## src/rtl/mxd_pkg.sv

```systemverilog
package mxd_pkg;

    localparam int MXD_LANES = 4;
    localparam int MXD_IDX_W = $clog2(MXD_LANES);

    typedef logic [MXD_LANES-1:0] lane_word_t;
    typedef logic [MXD_IDX_W-1:0] lane_idx_t;

    // A received word together with its word-boundary strobe.
    typedef struct packed {
        logic       strobe;
        lane_word_t bits;
    } lane_beat_t;

    localparam lane_idx_t LAST_IDX = lane_idx_t'(MXD_LANES - 1);

    // One-hot mask that selects the marker lane.
    function automatic lane_word_t marker_mask(input int unsigned marker);
        lane_word_t m;
        for (int k = 0; k < MXD_LANES; k++) begin
            m[k] = (k == int'(marker));
        end
        return m;
    endfunction

    // Index increment that wraps at the lane count.
    function automatic lane_idx_t idx_step(input lane_idx_t i);
        return (i == LAST_IDX) ? lane_idx_t'(0) : i + lane_idx_t'(1);
    endfunction

endpackage

```

## src/rtl/mxd_phase_ctr.sv

```systemverilog
module mxd_phase_ctr
    import mxd_pkg::*;
(
    input  logic      clk,
    input  logic      rst,
    output lane_idx_t phase,
    output logic      last
);

    always_ff @(posedge clk) begin
        if (rst) begin
            phase <= '0;
        end else begin
            phase <= idx_step(phase);
        end
    end

    assign last = (phase == LAST_IDX);

endmodule

```

## src/rtl/mxd_tx_serializer.sv

```systemverilog
module mxd_tx_serializer
    import mxd_pkg::*;
#(
    parameter int MARKER_LANE = MXD_LANES - 1
) (
    input  logic       clk,
    input  logic       rst,
    input  logic       load,
    input  lane_word_t lanes,
    output logic       ser
);

    localparam lane_word_t FLIP = marker_mask(MARKER_LANE);

    lane_word_t shreg;

    // Loading puts lane 0 in bit 0, so lane 0 leaves first.
    always_ff @(posedge clk) begin
        if (rst) begin
            shreg <= '0;
        end else if (load) begin
            shreg <= lanes ^ FLIP;
        end else begin
            shreg <= {1'b0, shreg[MXD_LANES-1:1]};
        end
    end

    assign ser = shreg[0];

endmodule

```

## src/rtl/mxd_rx_deserializer.sv

```systemverilog
module mxd_rx_deserializer
    import mxd_pkg::*;
(
    input  logic       clk,
    input  logic       rst,
    input  logic       ser,
    input  logic       last,
    output lane_beat_t beat
);

    lane_word_t shreg;

    // New bits enter at the top, so the oldest bit ends up in position 0.
    always_ff @(posedge clk) begin
        if (rst) begin
            shreg <= '0;
        end else begin
            shreg <= {ser, shreg[MXD_LANES-1:1]};
        end
    end

    always_comb begin
        beat.bits   = {ser, shreg[MXD_LANES-1:1]};
        beat.strobe = last;
    end

endmodule

```

## src/rtl/mxd_lane_rotator.sv

```systemverilog
module mxd_lane_rotator
    import mxd_pkg::*;
#(
    parameter int MARKER_LANE = MXD_LANES - 1
) (
    input  logic       clk,
    input  logic       rst,
    input  logic       roll,
    input  lane_beat_t beat,
    output lane_word_t lanes_out,
    output logic       valid_out,
    output lane_idx_t  rot
);

    localparam lane_word_t FLIP = marker_mask(MARKER_LANE);

    lane_word_t mapped;

    always_ff @(posedge clk) begin
        if (rst) begin
            rot <= '0;
        end else if (roll) begin
            rot <= idx_step(rot);
        end
    end

    // Output lane j takes word position (j + rot) mod lanes.
    for (genvar j = 0; j < MXD_LANES; j++) begin : g_map
        lane_idx_t sel;
        assign sel       = rot + lane_idx_t'(j);
        assign mapped[j] = beat.bits[sel];
    end

    always_ff @(posedge clk) begin
        if (rst) begin
            lanes_out <= '0;
            valid_out <= 1'b0;
        end else begin
            valid_out <= beat.strobe;
            if (beat.strobe) begin
                lanes_out <= mapped ^ FLIP;
            end
        end
    end

endmodule

```

## src/rtl/bitlane_muxdemux.sv

```systemverilog
module bitlane_muxdemux
    import mxd_pkg::*;
#(
    parameter int MARKER_LANE = MXD_LANES - 1
) (
    input  logic                 clk,
    input  logic                 rst,
    input  logic [MXD_LANES-1:0] tx_lanes,
    output logic                 tx_take,
    output logic                 tx_serial,
    input  logic                 rx_serial,
    input  logic                 roll,
    output logic [MXD_LANES-1:0] rx_lanes,
    output logic                 rx_valid
);

    lane_idx_t  tx_phase;
    lane_idx_t  rx_phase;
    logic       rx_last;
    lane_beat_t rx_beat;
    lane_idx_t  rot_idx;

    mxd_phase_ctr u_tx_phase (
        .clk   (clk),
        .rst   (rst),
        .phase (tx_phase),
        .last  (tx_take)
    );

    mxd_tx_serializer #(.MARKER_LANE(MARKER_LANE)) u_tx (
        .clk   (clk),
        .rst   (rst),
        .load  (tx_take),
        .lanes (tx_lanes),
        .ser   (tx_serial)
    );

    mxd_phase_ctr u_rx_phase (
        .clk   (clk),
        .rst   (rst),
        .phase (rx_phase),
        .last  (rx_last)
    );

    mxd_rx_deserializer u_rx (
        .clk  (clk),
        .rst  (rst),
        .ser  (rx_serial),
        .last (rx_last),
        .beat (rx_beat)
    );

    mxd_lane_rotator #(.MARKER_LANE(MARKER_LANE)) u_rot (
        .clk       (clk),
        .rst       (rst),
        .roll      (roll),
        .beat      (rx_beat),
        .lanes_out (rx_lanes),
        .valid_out (rx_valid),
        .rot       (rot_idx)
    );

endmodule

```

## config.mk

```make
export PLATFORM = sky130hd
export DESIGN_NAME = bitlane_muxdemux
export DESIGN_NICKNAME = d
export VERILOG_FILES = /design/src/rtl/mxd_pkg.sv /design/src/rtl/mxd_phase_ctr.sv /design/src/rtl/mxd_tx_serializer.sv /design/src/rtl/mxd_rx_deserializer.sv /design/src/rtl/mxd_lane_rotator.sv /design/src/rtl/bitlane_muxdemux.sv
export SDC_FILE = /design/constraint.sdc
export NUM_CORES = 1
export LEC_CHECK = 0
export ABC_AREA = 1
export BUFFER_PORTS_ARGS = -buffer_cell sky130_fd_sc_hd__buf_4
export CAP_MARGIN = 20
export CORE_ASPECT_RATIO = 0.5
export CORE_MARGIN = 1.5
export CORE_UTILIZATION = 25
export DETAILED_ROUTE_END_ITERATION = 6
export PLACE_DENSITY = 0.4
export SLEW_MARGIN = 30
export SYNTH_ARGS = -nofsm -noshare
export SYNTH_HDL_FRONTEND = slang
export SYNTH_SLANG_ARGS = --single-unit
```

## constraint.sdc

```tcl
create_clock -name clk -period 3.12 [get_ports clk]
set_input_delay 0.312 -clock clk [delete_from_list [all_inputs] [get_ports clk]]
set_output_delay 0.312 -clock clk [all_outputs]
set_load 0.02 [all_outputs]
```

==> results.toml <==
[hold_path]
hp-class = "in -> reg"

[logic_synthesis]
yosys.cell_types.count = 13
synth_edf_count = 0
synth_fp_nets = 103
synth_ff_type = "dfxtp_1"
yosys.area.top_type = "dfxtp_1"
synth.most_common_cell = "nand2_1"
synthArstFlopShare_pct = 0
synth-seq-area-share_pct = 50.53
synth.top_cells.by_count = "nand2_1 (20), dfxtp_1 (18), inv_1 (14), nand3_1 (14), nor2_1 (11)"
yosysTopAreaCellShare_pct = 50.53
syn_area_per_cell_sq_um = 7.752
ys_warn_count = 0
syn_area_sq_um = 713.2
synth_area_leaders = "dfxtp_1 (51%), nand2_1 (11%), nand3_1 (9.8%)"
ys_ff_latch = 18
syn_inst = 92

[floorplan]
die_width_um = 78.54
fp-row-count = 13
core_sq_mm = 0.002651
die_y_um = 40.77
start_util_pct = 26.90
die-area_sq_mm = 0.003201
io_pins = 15

[grt]
grt_pass1_wl_um = 2242
antenna_found_initial = 0
grt_pass1_vias = 498
track_usage_pct = 10.19
grt_overflow = 0
grt_max_degree = 11

[timing]
clock.fmax_mhz = 732.4
tightest_slew_ps = 256.5
hold_viol = 0
fin_worst_skew_ps = 1.923
tns_ps = 0
fin_crit_ps = 1365
slew_violations = 0
timing.hold.ws_ps = 197.4
grt_setup_unrepaired = "no"
setup_viol = 0
timing.final.crit_share_pct = 43.76
relSlewSlack_pct = 82.88

[pwr]
p_total_w = 0.0005128
vdd_ir_drop_max_uv = 162.9
switching_share_pct = 24.74
p_comb_share_pct = 13.3
powerDensity_mw_per_mm2 = 557.6
internal_power_w = 0.0003860
clock_power_share_pct = 37.4
p_leak_nw = 0.4440
switching_power_w = 0.0001269
power_frac_seq_pct = 49.3

[detailed_routing]
drt-wirelength-per-cell_um = 9.476
routed_wirelength_um = 1393
drtAntennaViolNets = 0
routed_via_density = 4.027
drc = 0
vias = 592
drtPass1Iterations = 4
drtIter0Drc = 36

[placed_design]
dp_hpwl_um = 1036
port_buffers = 14
gp_congestion = 0.7985
placed_cells = 143

[setup_path]
end_kind = "output pin"
crit_required_ps = 2810
worstPathArrival_ps = 1050
worstSetupPathType = "reg -> out"
cp_max_fo = 6
critPathLaunchType = "flop"

[clock_tree]
cts_made_buffers = 3
cts_setup_buffers = 0
tritoncts = "yes"
clock_latency_ps = 260
worst_setup_hold_path_clk_slew_ps = 70
ctsHtreeMaxLevel = 1
post_cts_resized = 0
postCtsHoldBufs = 0
cts_root_buf = "clkbuf_8"
cts_sinks = 18
cts_buffer_depth = 2

[final_layout]
area_growth_pct = 28.95
layout-drive-gt1-share_pct = 24.55
stdcell_count = 147
finalNetCount = 122
num_antenna_cells = 0
final_util_pct = 34.69

[job]
cap_violations = 0

[status]
run_status = "finished, final reports clean"
==> sequential cells by signal, indices dropped and copies added (netlist names) <==
signal / cells
u_tx_phase.phase: 2
u_rot.rot: 2
u_rx.shreg: 3
u_rot.lanes_out: 4
u_rot.valid_out: 1
u_tx.shreg: 4
u_rx_phase.phase: 2
==> routing by layer <==
metal | wire, um | global-route usage [%] | up-vias
li1 | - | - | 319
met1 | 677 | 11.52 | 248
met2 | 541 | 14.87 | 20
met3 | 130 | 5.556 | 5
met4 | 43 | 8.036 | 0
met5 | 0 | 0 | -
==> final cells by class <==
| type | instances | area, sq um |
|---|---|---|
| clock buffers | 4 | 55.05 |
| fillers | 279 | 1732 |
| repair buffers | 14 | 105.1 |
| multi-input cells | 58 | 292.8 |
| inverters | 16 | 60.06 |
| well taps | 37 | 46.29 |
| flip-flops and latches | 18 | 360.3 |
==> final timing paths <==
path,from,end,slack [ps],depth (start not counted)
setup / recovery,u_tx_phase.phase[0]$_SDFF_PP0_,tx_take,1750,2
hold reg to reg,u_tx_phase.phase[0]$_SDFF_PP0_,u_tx_phase.phase[0]$_SDFF_PP0_,420,1
hold / removal,tx_lanes[3],u_tx.shreg[3]$_SDFF_PP0_,200,2
setup reg to reg,u_rot.rot[0]$_SDFFE_PP0P_,u_rot.lanes_out[1]$_SDFFE_PP0P_,1930,5
==> cells in the final DEF, fill, tap and decap left out <==
cell      instances
nand2_1          20
dfxtp_1          18
inv_1            14
nand3_1          14
buf_4            14
nor2_1           11
clkbuf_8          4
o21ai_2           3
ha_1              3
inv_2             2
o21ai_1           2
nor2_2            2
or2_4             1
a21oi_1           1
nand2_2           1
==> worst max-delay path: stages (launching register included) <==
cell and delay [ps]:
dfxtp_1 330, ha_1 280, buf_4 190
==> cells by family (layout without fill, tap and decap cells) <==
group | after synthesis | after routing | share of synthesized area [%]
simple gates | 49 | 49 | 30.00
flops | 18 | 18 | 50.53
buf+inv | 16 | 34 | 8.421
compound gates | 6 | 6 | 5.790
fa+ha+maj | 3 | 3 | 5.264
==> power by group through the flow <==
stage,sequential [W],combinational (W),clock [W]
global placement,0.000258,0.0000695,0
detailed placement,0.000258,0.0000687,0
global route,0.000255,0.0000781,0.000210
floorplan,0.000260,0.0000423,0
CTS,0.000253,0.0000688,0.000201
finish,0.000253,0.0000681,0.000192
==> stage by stage <==
stage,instance area (sq um),setup slack (ps)
floorplan,713.2,2041
global placement,864.6,1973
detailed placement,864.6,1953
CTS,919.6,1733
global route,919.6,1705
finish,919.6,1755
Power figures use the tool's default switching activity.
